`src/rtl/fpr_pkg.sv`:
```
package fpr_pkg;
  localparam int FPR_SLOTS   = 64;
  localparam int FPR_WORD    = 32;
  localparam int FPR_BANK_SZ = 16;
  localparam int FPR_CTL_W   = 32;
  localparam int FPR_BANK_BIT = 21;
  localparam int FPR_SIZE_BIT = 20;
  localparam int FPR_PREC_BIT = 19;

  typedef enum logic [2:0] {
    K_CUR_S = 3'd0,
    K_EXT_S = 3'd1,
    K_CUR_D = 3'd2,
    K_EXT_D = 3'd3,
    K_MOVE  = 3'd4,
    K_FSD   = 3'd5,
    K_RAW_S = 3'd6,
    K_NONE  = 3'd7
  } acc_kind_e;

  typedef struct packed {
    logic bank;
    logic size;
    logic prec;
  } steer_t;
endpackage

```
`src/rtl/fpr_ctl_reg.sv`:
```
module fpr_ctl_reg #(
  parameter int CTL_W    = 32,
  parameter int BANK_BIT = 21,
  parameter int SIZE_BIT = 20,
  parameter int PREC_BIT = 19
) (
  input  logic             clk,
  input  logic             rst_n,
  input  logic             ctl_wr_en,
  input  logic [CTL_W-1:0] ctl_wr_data,
  input  logic             bit_wr_en,
  input  logic [1:0]       bit_wr_sel,
  input  logic             bit_wr_val,
  output logic [CTL_W-1:0] ctl_q
);
  logic [CTL_W-1:0] sel_mask;
  logic [CTL_W-1:0] ctl_d;

  always_comb begin
    sel_mask = '0;
    unique case (bit_wr_sel)
      2'd0:    sel_mask[BANK_BIT] = 1'b1;
      2'd1:    sel_mask[SIZE_BIT] = 1'b1;
      2'd2:    sel_mask[PREC_BIT] = 1'b1;
      default: sel_mask = '0;
    endcase
  end

  always_comb begin
    ctl_d = ctl_q;
    if (ctl_wr_en)
      ctl_d = ctl_wr_data;
    else if (bit_wr_en)
      ctl_d = (ctl_q & ~sel_mask) | (bit_wr_val ? sel_mask : '0);
  end

  always_ff @(posedge clk or negedge rst_n) begin
    if (!rst_n) ctl_q <= '0;
    else        ctl_q <= ctl_d;
  end


  ctl_reset_zero_chk: assert property (@(posedge clk) $rose(rst_n) |-> ctl_q == '0);


  bit_keep_others_chk: assert property (@(posedge clk) disable iff (!rst_n)
    (bit_wr_en && !ctl_wr_en) |=> (((ctl_q ^ $past(ctl_q)) & ~$past(sel_mask)) == '0));


  full_word_wins_chk: assert property (@(posedge clk) disable iff (!rst_n)
    ctl_wr_en |=> ctl_q == $past(ctl_wr_data));
endmodule

```
`src/rtl/fpr_addr_map.sv`:
```
module fpr_addr_map
  import fpr_pkg::*;
#(
  parameter int BANK_SZ = 16,
  parameter int SLOTS   = 64,
  localparam int AW     = $clog2(SLOTS),
  localparam int LW     = $clog2(BANK_SZ)
) (
  input  logic [2:0]    kind,
  input  logic [AW-1:0] idx,
  input  steer_t        steer,
  output logic          map_ok,
  output logic          map_pair,
  output logic          map_conv,
  output logic [AW-1:0] map_addr
);
  logic [AW-1:0] lidx;
  logic [AW-1:0] cur_base;
  logic [AW-1:0] ext_base;
  logic [AW-1:0] even_mask;
  acc_kind_e     k;

  assign lidx      = AW'(idx[LW-1:0]);
  assign cur_base  = AW'(BANK_SZ * int'(steer.bank)) + lidx;
  assign ext_base  = AW'(BANK_SZ * int'(!steer.bank)) + lidx;
  assign even_mask = ~AW'(1);
  assign k         = acc_kind_e'(kind);

  always_comb begin
    map_ok   = 1'b1;
    map_pair = 1'b0;
    map_conv = 1'b0;
    map_addr = cur_base;
    unique case (k)
      K_CUR_S: map_addr = cur_base;
      K_EXT_S: map_addr = ext_base;
      K_CUR_D: begin
        map_pair = 1'b1;
        map_addr = cur_base & even_mask;
      end
      K_EXT_D: begin
        map_pair = 1'b1;
        map_addr = ext_base & even_mask;
      end
      K_MOVE: begin
        if (steer.size) begin
          map_pair = 1'b1;
          map_addr = idx[0] ? (ext_base & even_mask) : (cur_base & even_mask);
        end else begin
          map_conv = 1'b1;
          map_addr = cur_base;
        end
      end
      K_FSD: begin
        if (steer.prec) begin
          map_pair = 1'b1;
          map_addr = cur_base & even_mask;
        end else begin
          map_conv = 1'b1;
          map_addr = cur_base;
        end
      end
      K_RAW_S: map_addr = idx;
      default: begin
        map_ok   = 1'b0;
        map_addr = '0;
      end
    endcase
  end
endmodule

```
`src/rtl/fpr_slot_store.sv`:
```
module fpr_slot_store #(
  parameter int SLOTS = 64,
  parameter int WORD  = 32,
  localparam int AW   = $clog2(SLOTS)
) (
  input  logic              clk,
  input  logic              rst_n,
  input  logic              wr_en,
  input  logic              wr_pair,
  input  logic [AW-1:0]     wr_addr,
  input  logic [2*WORD-1:0] wr_data,
  input  logic              rd_pair,
  input  logic [AW-1:0]     rd_addr,
  output logic [2*WORD-1:0] rd_data
);
  logic [SLOTS-1:0][WORD-1:0] slot_q;
  logic [AW-1:0] wr_odd;
  logic [AW-1:0] rd_odd;

  assign wr_odd = wr_addr | AW'(1);
  assign rd_odd = rd_addr | AW'(1);

  for (genvar g = 0; g < SLOTS; g++) begin : g_slot
    localparam logic [AW-1:0] SELF = AW'(g);
    logic hit_hi;
    logic hit_lo;
    assign hit_hi = wr_en && (wr_addr == SELF);
    assign hit_lo = wr_en && wr_pair && (wr_odd == SELF) && (wr_addr != SELF);

    always_ff @(posedge clk or negedge rst_n) begin
      if (!rst_n)
        slot_q[g] <= '0;
      else if (hit_hi)
        slot_q[g] <= wr_pair ? wr_data[2*WORD-1:WORD] : wr_data[WORD-1:0];
      else if (hit_lo)
        slot_q[g] <= wr_data[WORD-1:0];
    end
  end

  always_comb begin
    if (rd_pair) rd_data = {slot_q[rd_addr], slot_q[rd_odd]};
    else         rd_data = {{WORD{1'b0}}, slot_q[rd_addr]};
  end


  pair_base_even_chk: assert property (@(posedge clk) disable iff (!rst_n)
    (wr_en && wr_pair) |-> !wr_addr[0]);


  pair_commit_chk: assert property (@(posedge clk) disable iff (!rst_n)
    (wr_en && wr_pair) |=> (slot_q[$past(wr_addr)] == $past(wr_data[2*WORD-1:WORD]))
                        && (slot_q[$past(wr_odd)]  == $past(wr_data[WORD-1:0])));


  idle_hold_chk: assert property (@(posedge clk) disable iff (!rst_n)
    !wr_en |=> $stable(slot_q));
endmodule

```
`src/rtl/fpr_bank_file.sv`:
```
module fpr_bank_file
  import fpr_pkg::*;
#(
  parameter int SLOTS    = FPR_SLOTS,
  parameter int WORD     = FPR_WORD,
  parameter int BANK_SZ  = FPR_BANK_SZ,
  parameter int CTL_W    = FPR_CTL_W,
  parameter int BANK_BIT = FPR_BANK_BIT,
  parameter int SIZE_BIT = FPR_SIZE_BIT,
  parameter int PREC_BIT = FPR_PREC_BIT,
  localparam int AW      = $clog2(SLOTS),
  localparam int DW      = 2 * WORD
) (
  input  logic             clk,
  input  logic             rst_n,
  input  logic             ctl_wr_en,
  input  logic [CTL_W-1:0] ctl_wr_data,
  input  logic             bit_wr_en,
  input  logic [1:0]       bit_wr_sel,
  input  logic             bit_wr_val,
  output logic [CTL_W-1:0] ctl_q,
  input  logic             acc_en,
  input  logic             acc_write,
  input  logic [2:0]       acc_kind,
  input  logic [AW-1:0]    acc_idx,
  input  logic [DW-1:0]    acc_wdata,
  output logic [DW-1:0]    rd_data,
  output logic             conv_flag
);
  steer_t        steer;
  logic          map_ok;
  logic          map_pair;
  logic          map_conv;
  logic [AW-1:0] map_addr;
  logic          store_wr;
  logic [DW-1:0] store_rd;

  fpr_ctl_reg #(
    .CTL_W(CTL_W), .BANK_BIT(BANK_BIT), .SIZE_BIT(SIZE_BIT), .PREC_BIT(PREC_BIT)
  ) i_ctl (
    .clk(clk), .rst_n(rst_n),
    .ctl_wr_en(ctl_wr_en), .ctl_wr_data(ctl_wr_data),
    .bit_wr_en(bit_wr_en), .bit_wr_sel(bit_wr_sel), .bit_wr_val(bit_wr_val),
    .ctl_q(ctl_q)
  );

  assign steer.bank = ctl_q[BANK_BIT];
  assign steer.size = ctl_q[SIZE_BIT];
  assign steer.prec = ctl_q[PREC_BIT];

  fpr_addr_map #(.BANK_SZ(BANK_SZ), .SLOTS(SLOTS)) i_map (
    .kind(acc_kind), .idx(acc_idx), .steer(steer),
    .map_ok(map_ok), .map_pair(map_pair), .map_conv(map_conv), .map_addr(map_addr)
  );

  assign store_wr = acc_en && acc_write && map_ok;

  fpr_slot_store #(.SLOTS(SLOTS), .WORD(WORD)) i_store (
    .clk(clk), .rst_n(rst_n),
    .wr_en(store_wr), .wr_pair(map_pair), .wr_addr(map_addr), .wr_data(acc_wdata),
    .rd_pair(map_pair), .rd_addr(map_addr), .rd_data(store_rd)
  );

  assign rd_data   = (acc_en && map_ok) ? store_rd : '0;
  assign conv_flag = acc_en && map_ok && map_conv;


  conv_single_chk: assert property (@(posedge clk) disable iff (!rst_n)
    conv_flag |-> (rd_data[DW-1:WORD] == '0));


  raw_upper_zero_chk: assert property (@(posedge clk) disable iff (!rst_n)
    (acc_en && acc_kind == 3'd6) |-> (rd_data[DW-1:WORD] == '0 && !conv_flag));


  idle_quiet_chk: assert property (@(posedge clk) disable iff (!rst_n)
    !acc_en |-> (rd_data == '0 && !conv_flag));
endmodule

```
`config.mk`:
```
export PLATFORM = sky130hd
export DESIGN_NAME = fpr_bank_file
export DESIGN_NICKNAME = d
export VERILOG_FILES = /design/src/rtl/fpr_pkg.sv /design/src/rtl/fpr_ctl_reg.sv /design/src/rtl/fpr_addr_map.sv /design/src/rtl/fpr_slot_store.sv /design/src/rtl/fpr_bank_file.sv
export SDC_FILE = /design/constraint.sdc
export NUM_CORES = 2
export LEC_CHECK = 0
export BUFFER_PORTS_ARGS = -buffer_cell sky130_fd_sc_hd__buf_2
export CORE_ASPECT_RATIO = 2
export CORE_UTILIZATION = 51
export CTS_BUF_LIST = sky130_fd_sc_hd__clkbuf_8
export DETAILED_ROUTE_END_ITERATION = 10
export PLACE_DENSITY = 0.67
export SYNTH_ARGS = -nofsm -noshare
export SYNTH_HDL_FRONTEND = slang
export SYNTH_SLANG_ARGS = --single-unit
```
`constraint.sdc`:
```
create_clock -name clk -period 3.3 [get_ports clk]
set_input_delay 0.495 -clock clk [delete_from_list [all_inputs] [get_ports clk]]
set_output_delay 0.495 -clock clk [all_outputs]
set_load 0.05 [all_outputs]
```
-- After elaboration in Yosys (flattened, before gate mapping)
Index checks and enable logic that the tools add are counted.
- shift-type cells: 0
- reductions and logical operators: 178
- $lt $le $gt $ge: 2
- $mul: 0
- equal/unequal tests: 134
- divide/modulo/power cells: 0
- bitwise gates (word level): 3
- add/sub/neg operators: 2
- multiplexer cells: 121
- operators with widths (kind ; count):
    32-bit two-way mux ; 102
    32-bit binary-select mux with 6-bit select ; 1
    6-bit == test, second input constant ; 32
    32-bit binary-select mux with 5-bit select ; 1
    1-bit logical AND ; 135
    64-bit two-way mux ; 2
    6-bit by 5-bit == test with 1-bit output, second input constant ; 16
    6-bit != test, second input constant ; 16
    5-bit == test, second input constant ; 16
    2-bit nonzero test ; 34
    6-bit by 4-bit == test with 1-bit output, second input constant ; 8
    6-bit by 5-bit != test with 1-bit output, second input constant ; 8
    6-bit case mux with 7 select lines ; 1
    5-bit by 4-bit == test with 1-bit output, second input constant ; 8
    32-bit bitwise AND ; 1
    22-bit NOT with 32-bit output ; 1
    32-bit OR ; 1
    6-bit by 3-bit == test with 1-bit output, second input constant ; 4
    6-bit by 4-bit != test with 1-bit output, second input constant ; 4
    22-bit two-way mux ; 1
    5-bit by 3-bit == test with 1-bit output, second input constant ; 4
    6-bit by 7-bit less-than comparator with 1-bit output, second input constant ; 2
    5-bit by 4-bit adder with 6-bit output ; 2
    6-bit by 2-bit == test with 1-bit output, second input constant ; 2
    other kinds (23) ; 38
- bits in registers: 2080
- memories kept: 0
- latch bits: 0
- memory bits (read-only): 0
- logic and storage cells: 505
- memory bits (writable): 0
- output and inout bits: 97
- bits of input ports: 114

-- Depth between registers and ports, before layout
- depth after elaboration: 10
- depth in mapped cells: 15
- mapped depth without buffers: 8

-- Hierarchy
From an unflattened synthesis, not the netlist that was laid out.
- cell total of the unflattened synthesis: 10396
- area, all modules: 107660.8 µm²
- by module, submodules not included (module ; cells each ; times used ; sequential area each (µm²) ; area each (µm²)):
    fpr_slot_store ; 10223 ; 1 ; 51249.2 ; 105727.7
    fpr_ctl_reg ; 74 ; 1 ; 800.8 ; 1243.7
    fpr_bank_file ; 80 ; 1 ; 0.0 ; 548.0
    fpr_addr_map ; 19 ; 1 ; 0.0 ; 141.4

-- Least setup slack after synthesis
OpenSTA, ideal clock, no wires.
- kind: register to output
- start: reg (tool-made name)
- end: out rd_data[62]
- buffers on the path: 5
- data arrival time: 3817 ps
- stages on the path, launching flop included: 13
- required time: 2805 ps
- setup slack: -1012 ps
- cells stage by stage: dfrtp_1 > nand2b_1 > a21o_1 > buf_6 > nand2_8 > buf_12 > buf_12 > buf_12 > buf_6 > a211oi_1 > o31ai_1 > o2111ai_1 > nor4_1
- RTL lines (item ; line ; source):
    to (decl) ; fpr_bank_file.sv:27 ; output logic [DW-1:0] rd_data,

==> metrics.md <==
| Metric | Value |
|---|---|
| Outcome | `finished with violations` |
| Failing checks | `negative setup slack` |
| Pwr/cell area | `539 nW/µm²` |
| Via density | `6.83` |
| CP arrival | `4370 ps` |
| Post-synth EDFFs | `0` |
| Die Wd | `323 µm` |
| Fmax achieved | `205 MHz` |
| Clock-pin slew on the worst setup and hold paths | `70 ps` |
| Leak | `59.5 nW` |
| CP startpoint kind | `flip-flop` |
| Num rows | `235` |
| TritonCTS clock tree | `built` |
| Setup CP Type | `flip-flop to output port` |
| DP Wirelength | `350000 µm` |
| R2r endpoint | `i_store.slot_q[617]$_DFFE_PN0P_` |
| Antenna-violating nets left | `0` |
| Clock root buffer | `clkbuf_8` |
| Number of I/O port buffers | `210` |
| Io pins | `211` |
| Seq/Total Area, Yosys | `49.5%` |
| Antenna violations before repair | `43` |
| Initial drt markers | `12800` |
| Synth warn | `0` |
| Area of the multi-input gates | `50700 µm²` |
| Core ar. | `205000 µm²` |
| Skew final | `48.4 ps` |
| Main synth FF type | `dfrtp_1` |
| Final Non-Filler Cells | `14900` |
| Clock buffer depth | `4` |
| DRC violations left | `0` |
| Worst hold path class | `input pin to flip-flop` |
| Tmin final | `4870 ps` |
| Final setup viols | `122` |
| Grt ovf | `0` |
| Final setup TNS | `-90010 ps` |
| Synth async-reset ratio | `100%` |
| Sequential cell area | `52100 µm²` |
| Vias | `102000` |
| Worst-path fanout max | `7` |
| Worst Setup EP | `rd_data[4]` |
| Cell depth of the worst flop-to-flop path | `12` |
| Initial core utilization | `51.3%` |
| Max-cap violations | `0` |
| Post-Place Setup Slack | `-1490 ps` |
| Layout cell share with drive strength beyond 1 | `24.7%` |
| Critical path capture point type | `output port` |
| Layout area overhead | `24.2%` |
| Critical path required time | `2800 ps` |
| Die Ht | `644 µm` |
| Vias in the first global route | `101000` |
| Cells after synthesis | `11200` |
| H-tree depth | `5` |
| DRT Pass-1 Iters | `10` |
| DR WL/cell | `34.6 µm` |
| GPL Wtd Cong | `1.04` |
| Total CTS buffers | `316` |
| Largest net degree at the start of global routing | `108` |
| Slew Viols, Final | `0` |
| Mapped Area | `105000 µm²` |
| Average footprint of a synthesized cell | `9.36 µm²` |
| Die Area | `208000 µm²` |
| Final worst path period share | `148%` |
| Fin util | `63.8%` |
| Max rail drop VDD | `0.000430 V` |
| Wirelength, routed | `516000 µm` |
| Final Hold Viols | `0` |
| #FFs+latches synth | `2080` |
| Post-Syn Nets | `11300` |
| Filler cell count in the final layout | `16800` |
| Global-route wire length before repair | `725000 µm` |
| Slew HR | `21.5%` |
| RSZ-0062 raised after global routing | `true` |
| # placed instances | `14200` |
| Worst-margin pin slew | `1180 ps` |
| GRT Overall Usage | `49.2%` |
| Library cells used by synthesis | `84` |
| Nets | `12000` |
| Worst Slack Setup Final | `-1570 ps` |
| Worst-Skew Late Latency | `1030 ps` |
| CTS Sinks | `2080` |
| Reg2Reg Setup Slack | `-100 ps` |
==> worst max-delay path, stage by stage (launching register included) <==
cell	delay (ps)
dfrtp_2	450
nand2b_4	180
a21o_4	260
buf_12	160
nand3_4	140
buf_12	140
buf_12	160
o22ai_1	140
a211oi_2	330
o2111ai_2	170
or4_4	570
o21ai_4	390
buf_6	220
==> synthesized netlist by cell type, drive strengths merged (6+ instances only) <==
cell type,number,share of area [%]
a211o,102,0.85
a211oi,355,2.5
a21o,8,0.057
a21oi,1146,5.5
a2bb2oi,13,0.11
a311oi,15,0.13
a31o,16,0.13
a31oi,23,0.14
a32o,10,0.095
and2,20,0.12
and3,176,1.0
and4,6,0.050
buf,475,2.5
clkbuf,717,2.6
dfrtp,2080,50
mux2,462,5.0
mux2i,502,4.8
mux4,70,1.5
nand2,1168,4.2
nand2b,66,0.40
nand3,67,0.35
nand3b,19,0.14
nand4,6,0.036
nor2,1600,5.8
nor2b,22,0.13
nor3,139,0.69
nor4,55,0.33
nor4b,33,0.34
o2111ai,12,0.10
o211a,13,0.12
o211ai,98,0.71
o21a,34,0.24
o21ai,893,4.3
o21bai,13,0.096
o221a,10,0.11
o221ai,157,1.3
o22ai,453,2.7
o311ai,6,0.050
o31ai,24,0.18
o41ai,89,0.74
or4,26,0.19
==> through the flow <==
step	hold slack (ps)	area [µm²]	power [mW]
after floorplan	199	106000	39.2
after global placement	453	120000	45.9
after detailed placement	462	120000	46.4
after CTS	4.37	129000	69.2
after global routing	40.2	130000	72.4
final	11.3	131000	70.3
==> final cells by class <==
cell class	count	share of cell area (%)
sequential	2080	39.9
multi-input combinational	7955	38.8
timing repair buffer	1568	13.7
clock buffer	392	4.13
tap	2725	2.61
clock inverter	153	0.770
antenna	37	0.0709
inverter	3	0.00863
==> routing by layer <==
metal	GRT usage (%)	part of all wire, %
met3	16.0	11
met4	53.7	14
met1	52.2	31
met5	0.284	0.032
met2	73.2	44
==> registers in the layout, summed over array words and instances, names as in the netlist, named ones only <==
register / flops
i_ctl.ctl_q: 29
i_store.slot_q: 2048
==> how the worst min path moves through the flow <==
stage	from	endpoint	slack, ps	depth (start not counted)
final	acc_wdata[61]	i_store.slot_q[1405]$_DFFE_PN0P_	10	4
after detailed placement	i_store.slot_q[658]$_DFFE_PN0P_	i_store.slot_q[658]$_DFFE_PN0P_	460	2
after global routing	acc_wdata[49]	i_store.slot_q[17]$_DFFE_PN0P_	40	4
after global placement	i_store.slot_q[1753]$_DFFE_PN0P_	i_store.slot_q[1753]$_DFFE_PN0P_	450	2
after CTS	acc_wdata[49]	i_store.slot_q[1233]$_DFFE_PN0P_	4	4
after floorplan	rst_n	asynchronous set/reset pin	200	0
==> cells by family after synthesis <==
group | synth area share (%)
multiplexers | 11.2
AO/OA/AOI/OAI | 20.3
flip-flops | 49.5
buffers and inverters | 5.06
AND/OR/NAND/NOR | 13.9
==> layout by cell type, fill, tap and decap left out, types with 392 or more instances in the layout <==
cell,netlist,final
buf_4,47,830
o22ai_1,453,411
o21ai_0,853,835
dfrtp_1,2080,2077
buf_12,5,417
nor2_1,1577,1540
mux2i_1,502,462
nand2_1,1165,1143
clkbuf_8,0,392
a21oi_1,1143,1137
mux2_2,452,450
==> report_power, final <==
| part | internal, mW | switching (mW) |
|---|---|---|
| clock network | 11.6 | 11.0 |
| registers | 28.8 | 2.77 |
| logic | 6.57 | 9.59 |
==> repair_timing <==
| item | CTS | global route |
|---|---|---|
| endpoints found under the hold margin | 67 | 0 |
| resized for setup | 247 | 238 |
| gates cloned | 10 | 11 |
| endpoints found under the setup margin | 140 | 216 |
| pin swaps | 57 | 134 |
| hold buffers | 41 | 0 |
| buffers inserted | 31 | 53 |
Note: power is estimated with default switching activity, not from simulation.
